$ cat config.mk
export PLATFORM = sky130hd
export DESIGN_NAME = mux_dram_ctrl
export DESIGN_NICKNAME = d
export VERILOG_FILES = /design/src/rtl/mux_dram_pkg.sv /design/src/rtl/mux_dram_ctl.sv /design/src/rtl/mux_dram_dp.sv /design/src/rtl/mux_dram_ctrl.sv
export SDC_FILE = /design/constraint.sdc
export NUM_CORES = 2
export LEC_CHECK = 0
export BUFFER_PORTS_ARGS = -buffer_cell sky130_fd_sc_hd__buf_4
export CAP_MARGIN = 30
export CORE_ASPECT_RATIO = 0.75
export CORE_MARGIN = 3
export CORE_UTILIZATION = 35
export DETAILED_ROUTE_END_ITERATION = 8
export HOLD_SLACK_MARGIN = 0.1
export PLACE_DENSITY_LB_ADDON = 0.25
export RECOVER_POWER = 100
export SLEW_MARGIN = 20
export SYNTH_ARGS = -nofsm -noshare
export SYNTH_HDL_FRONTEND = slang
export SYNTH_SLANG_ARGS = --single-unit
$ cat constraint.sdc
create_clock -name clk -period 3.1 [get_ports clk]
set_input_delay 0.465 -clock clk [delete_from_list [all_inputs] [get_ports clk]]
set_output_delay 0.465 -clock clk [all_outputs]
set_load 0.01 [all_outputs]
$ cat src/rtl/mux_dram_pkg.sv
package mux_dram_pkg;

  typedef enum logic [2:0] {
    ST_IDLE,
    ST_ROW,
    ST_COL,
    ST_RESTORE,
    ST_PRECH
  } phase_e;

  // strobes from control to datapath
  typedef struct packed {
    logic rowCap;
    logic colCap;
    logic rdStb;
    logic wrStb;
    logic oeEn;
  } dpStrobe_t;

endpackage

$ cat src/rtl/mux_dram_ctl.sv
module mux_dram_ctl
  import mux_dram_pkg::*;
#(
  parameter int POST_CYC = 1,
  parameter int HOLD_CYC = 1,
  parameter int PRE_CYC  = 1
) (
  input  logic      clk,
  input  logic      rstN,
  input  logic      rasN,
  input  logic      casN,
  input  logic      wrSel,
  output dpStrobe_t stb,
  output logic      rowDecEn,
  output logic      colDecEn,
  output logic      senseEn,
  output logic      protocolError
);

  localparam int LIM_PH  = (POST_CYC > HOLD_CYC) ? POST_CYC : HOLD_CYC;
  localparam int CNT_LIM = (LIM_PH > PRE_CYC) ? LIM_PH : PRE_CYC;
  localparam int CNT_W   = $clog2(CNT_LIM + 1);

  phase_e phase, phaseNxt;
  logic rasQ, casQ;
  logic [CNT_W-1:0] phCnt;
  logic accPend, isWrite, oeQ, errQ;
  logic rasFall, rasRise, casFall, casRise;
  logic preDone, postOk, holdDone, rowTake, colTake, accNow, fault;

  assign rasFall = rasQ & ~rasN;
  assign rasRise = ~rasQ & rasN;
  assign casFall = casQ & ~casN;
  assign casRise = ~casQ & casN;

  assign preDone  = (phase == ST_PRECH) && (int'(phCnt) >= PRE_CYC);
  assign postOk   = int'(phCnt) >= POST_CYC;
  assign holdDone = int'(phCnt) >= HOLD_CYC;
  assign rowTake  = rasFall && ((phase == ST_IDLE) || preDone);
  assign colTake  = (phase == ST_ROW) && !rasRise && casFall;
  assign accNow   = (phase == ST_COL) && !rasRise && accPend;
  assign fault    = (casFall && rasN)
                  || (rasRise && (phase == ST_COL))
                  || (rasRise && (phase == ST_RESTORE) && !postOk);

  always_comb begin
    phaseNxt = phase;
    case (phase)
      ST_IDLE:    if (rowTake) phaseNxt = ST_ROW;
      ST_ROW:     if (rasRise) phaseNxt = ST_PRECH;
                  else if (colTake) phaseNxt = ST_COL;
      ST_COL:     if (rasRise) phaseNxt = ST_PRECH;
                  else if (casRise) phaseNxt = ST_RESTORE;
      ST_RESTORE: if (rasRise) phaseNxt = ST_PRECH;
      ST_PRECH:   if (preDone) phaseNxt = rowTake ? ST_ROW : ST_IDLE;
      default:    phaseNxt = ST_IDLE;
    endcase
  end

  always_ff @(posedge clk or negedge rstN) begin
    if (!rstN) begin
      phase   <= ST_IDLE;
      rasQ    <= 1'b1;
      casQ    <= 1'b1;
      phCnt   <= '0;
      accPend <= 1'b0;
      isWrite <= 1'b0;
      oeQ     <= 1'b0;
      errQ    <= 1'b0;
    end else begin
      rasQ  <= rasN;
      casQ  <= casN;
      phase <= phaseNxt;
      if (phaseNxt != phase) phCnt <= CNT_W'(1);
      else if (int'(phCnt) < CNT_LIM) phCnt <= phCnt + 1'b1;
      if (colTake) begin
        accPend <= 1'b1;
        isWrite <= wrSel;
      end else if (phase == ST_COL) begin
        accPend <= 1'b0;
      end
      if (accNow && !isWrite) oeQ <= 1'b1;
      else if ((phaseNxt == ST_PRECH) || ((phase == ST_RESTORE) && holdDone)) oeQ <= 1'b0;
      if (fault) errQ <= 1'b1;
    end
  end

  always_comb begin
    stb.rowCap = rowTake;
    stb.colCap = colTake;
    stb.rdStb  = accNow && !isWrite;
    stb.wrStb  = accNow && isWrite;
    stb.oeEn   = oeQ;
  end

  assign rowDecEn      = (phase == ST_ROW);
  assign colDecEn      = (phase == ST_COL);
  assign senseEn       = (phase == ST_RESTORE);
  assign protocolError = errQ;

endmodule

$ cat src/rtl/mux_dram_dp.sv
module mux_dram_dp
  import mux_dram_pkg::*;
#(
  parameter int ROW_BITS = 5,
  parameter int COL_BITS = 4,
  parameter int DATA_W   = 8
) (
  input  logic                clk,
  input  logic [ROW_BITS-1:0] addrBus,
  input  logic [DATA_W-1:0]   dataIn,
  input  dpStrobe_t           stb,
  output logic [DATA_W-1:0]   dataOut
);

  localparam int ADDR_W = ROW_BITS + COL_BITS;
  localparam int DEPTH  = 1 << ADDR_W;

  logic [ROW_BITS-1:0] rowAddr;
  logic [COL_BITS-1:0] colAddr;
  logic [ADDR_W-1:0]   wordAddr;
  logic [DATA_W-1:0]   rdWord;

  always_ff @(posedge clk) begin
    if (stb.rowCap) rowAddr <= addrBus;
    if (stb.colCap) colAddr <= addrBus[COL_BITS-1:0];
  end

  assign wordAddr = {rowAddr, colAddr};

  for (genvar g = 0; g < DATA_W; g++) begin : gPlane
    logic plane [DEPTH];
    logic rdBit;
    always_ff @(posedge clk) begin
      if (stb.wrStb) plane[wordAddr] <= dataIn[g];
      if (stb.rdStb) rdBit <= plane[wordAddr];
    end
    assign rdWord[g] = rdBit;
  end

  assign dataOut = stb.oeEn ? rdWord : '0;

endmodule

$ cat src/rtl/mux_dram_ctrl.sv
module mux_dram_ctrl
  import mux_dram_pkg::*;
#(
  parameter int ROW_BITS = 5,
  parameter int COL_BITS = 4,
  parameter int DATA_W   = 8,
  parameter int POST_CYC = 1,
  parameter int HOLD_CYC = 1,
  parameter int PRE_CYC  = 1
) (
  input  logic                clk,
  input  logic                rstN,
  input  logic                rasN,
  input  logic                casN,
  input  logic                wrSel,
  input  logic [ROW_BITS-1:0] addrBus,
  input  logic [DATA_W-1:0]   dataIn,
  output logic [DATA_W-1:0]   dataOut,
  output logic                dataOe,
  output logic                protocolError,
  output logic                rowDecEn,
  output logic                colDecEn,
  output logic                senseEn
);

  dpStrobe_t stb;

  mux_dram_ctl #(
    .POST_CYC(POST_CYC),
    .HOLD_CYC(HOLD_CYC),
    .PRE_CYC (PRE_CYC)
  ) i_ctl (
    .clk          (clk),
    .rstN         (rstN),
    .rasN         (rasN),
    .casN         (casN),
    .wrSel        (wrSel),
    .stb          (stb),
    .rowDecEn     (rowDecEn),
    .colDecEn     (colDecEn),
    .senseEn      (senseEn),
    .protocolError(protocolError)
  );

  mux_dram_dp #(
    .ROW_BITS(ROW_BITS),
    .COL_BITS(COL_BITS),
    .DATA_W  (DATA_W)
  ) i_dp (
    .clk    (clk),
    .addrBus(addrBus),
    .dataIn (dataIn),
    .stb    (stb),
    .dataOut(dataOut)
  );

  assign dataOe = stb.oeEn;

endmodule

==> run metrics <==
clk slew on worst S/H paths 0.07 ns; Worst Tran Pin Value 2.40 ns; DRC 0; Core Area 454,000 sq um; first-pass GRT wire length 675,000 um; Initial Utilization 0.352; max-slew violations 372; final setup margin -0.716 ns; DR WL/cell 31.6 um; Final Routed Wirelength 491,000 um; Chip Width 786 um; critical path endpoint category flip-flop; ys flop type edfxtp_1; Synth-to-Final Area Change 24.2%; Seq cells post-synth 4,123; Syn Nets 7,401; Seq/Total Area, Yosys 0.776; utilization after layout 0.437; Worst setup SP type flip-flop; Top delay family on crit path simple AND/OR/NAND/NOR gates; final setup fails 3,900; Worst EP required 3.79 ns; Syn. warnings 0; Post-DP HPWL 320,000 um; First-pass DRT Iterations 6; Final min period 3.82 ns; RSZ-0062 raised after global routing true; all-layer global routing usage 0.205; Final period util 1.23; VDD IR max 0.000469 V; clock skew 0.0732 ns; worst path bufs/invs 6; drt first-iter violations 10,925; row count 214; Antenna Nets Post-Route 0; nets 9,198; TritonCTS Buffers 397; crit path cell chain buf_4 -> buf_12 -> buf_16 -> buf_4 -> clkbuf_16 -> mux4_2 -> mux4_2 -> nand3_1 -> nand4_1 -> buf_4 -> nand3b_1 -> or4_1; most frequent cells after synthesis 4,113 x edfxtp_1, 993 x mux4_2, 558 x nor2_1; Syn Area/Cell 21.6 sq um; relative slew slack -0.597; # H-tree levels 5; Post-synth EDFFs 4,113; slowest CP cell mux4_2; crit-path max FO 12; initial antenna violation count 33; DR vias 85,404; P_leak 64.2 nW; TritonCTS clock tree done; Congestion Overflow GR 0; fmax 262 MHz; synth top area cells edfxtp_1 77%, mux4_2 14%, mux2i_1 1.8%, nor2_1 1.3%, a22oi_1 0.55%; Worst Setup Path Type flip-flop to flip-flop; synthesized area 160,000 sq um; Tot Pwr 0.116 W; fraction of synthesized cell area taken by the top area cell type 0.774; Synth area leader edfxtp_1; Die Area 464,000 sq um; vias in the first global route 84,480; Max-Cap Viols 7; DIE HEIGHT 591 um; HP Class primary input to flip-flop; failing checks capacitance limit, slew limit, setup timing; # IOs 31; outcome finished, violations left; Pwr per Cell Area 588 nW/um^2; total clock sinks 4,123; number of port buffers 30; worst path arrival time 4.51 ns; worst-skew pair later-pin latency 0.96 ns; unique cell type count in the Yosys netlist 69; Routability Congestion 0.920; asr flop ratio synth 0.00243; CP dominant cell by count buf_4; pin count of the biggest net entering global routing 117; most frequent cell after synthesis edfxtp_1; cells after synthesis 7,383; root buffer cell clkbuf_16; Final Hold Fails 0; biggest cell delay along the critical path 0.50 ns; via/cell ratio 5.49; layout cells sized above 1 0.397; CTS Buffer Depth 4
-- layout make-up --
type	instances	area, sq um
fill	38818	255000
multi-input combinational	2797	35900
sequential	4123	124000
timing repair buffer	1855	18100
clock inverter	244	2490
antenna	16	40.0
tap	6048	7570
inverter	6	42.5
clock buffer	474	10300
-- worst reg2reg max path: cells and delay by family, from the launching register on --
| family | cells | cell delay [ns] |
|---|---|---|
| buffers and inverters | 6 | 1.12 |
| multiplexers | 2 | 0.86 |
| AND/OR/NAND/NOR | 4 | 1.17 |
| flip-flops | 1 | 0.39 |
-- where the power goes --
part / total (W) / switching [W] / internal (W)
sequential: 0.0614 / 0.0000619 / 0.0614
combinational: 0.00642 / 0.00396 / 0.00246
clock: 0.0486 / 0.0211 / 0.0276
total: 0.116 / 0.0251 / 0.0914
-- flip-flops by register name (all words and copies together), names as in the netlist --
name / flops
i_ctl.phase: 3
i_ctl.isWrite: 1
i_dp.colAddr: 4
i_dp.gPlane.rdBit: 8
i_dp.rowAddr: 5
i_ctl.casQ: 1
i_ctl.accPend: 1
i_ctl.protocolError: 1
i_ctl.phCnt: 1
i_dp.gPlane.plane: 4096
i_ctl.rasQ: 1
i_ctl.oeQ: 1
-- layer usage --
| layer | vias to the layer above | global-route usage | share of wire |
|---|---|---|---|
| met5 | - | 0 | 0.00034 |
| met4 | 6 | 0.0468 | 0.025 |
| met3 | 635 | 0.0540 | 0.12 |
| met2 | 4186 | 0.293 | 0.43 |
| met1 | 45872 | 0.315 | 0.43 |
| li1 | 34705 | - | - |
-- worst paths after layout --
path	startpoint	to	slack, ns	cells after the start
worst max-delay path	i_dp.colAddr[1]	i_dp.gPlane[2].rdBit	-0.72	12
worst min-delay path	casN	i_ctl.casQ	0.17	2
worst max register to register	i_dp.colAddr[1]	i_dp.gPlane[2].rdBit	-0.72	12
worst min register to register	i_ctl.protocolError	i_ctl.protocolError	0.46	1
max in group asynchronous	rstN	i_ctl.rasQ	2.17	3
min in group asynchronous	rstN	i_ctl.phase[1]	0.59	3
-- kinds of logic after synthesis --
logic type	share of synthesized area
other	0.0000235
AO/OA/AOI/OAI	0.0220
buffers and inverters	0.0150
flip-flops	0.776
AND/OR/NAND/NOR	0.0270
multiplexers	0.160
-- repair_timing --
item | 4_1_cts | 5_1_grt
buffers inserted | 80 | 130
resized for setup | 364 | 613
endpoints found under the setup margin | 1040 | 1258
endpoints found under the hold margin | 255 | 0
pin swaps | 36 | 144
cloned | 13 | 18
hold buffers | 18 | 0
-- per-stage QoR --
stage	cell area (sq um)	hold WS [ns]	setup TNS, ns	setup slack (ns)	std cells
after detailed placement	180000	0.301	-41.89	-1.18	14589
final	198000	0.171	-577.16	-0.716	15563
after global routing	198000	0.136	-1054.81	-0.767	15549
after global placement	180000	0.295	-25.81	-1.20	14588
after floorplan	160000	0.169	0	0.0839	7383
after CTS	195000	0.106	-11.58	-0.775	15412
-- placed cells by master (no fill, tap or decap), drive strengths merged, types with 8 or more instances in the layout --
cell,n
a211oi,24
a21oi,67
a221oi,26
a22o,31
a22oi,116
a31oi,22
and2,11
and3,15
buf,1678
bufinv,45
clkbuf,630
clkinv,169
clkinvlp,19
dfrtp,8
diode,16
dlygate4sd3,18
edfxtp,4113
inv,17
mux2,34
mux2i,280
mux4,993
nand2,152
nand2b,11
nand3,88
nand4,46
nor2,559
nor2b,29
nor3b,11
nor4,17
o2111ai,8
o211ai,24
o21ai,63
o221ai,11
o22ai,87
(Power assumes the default switching activity.)
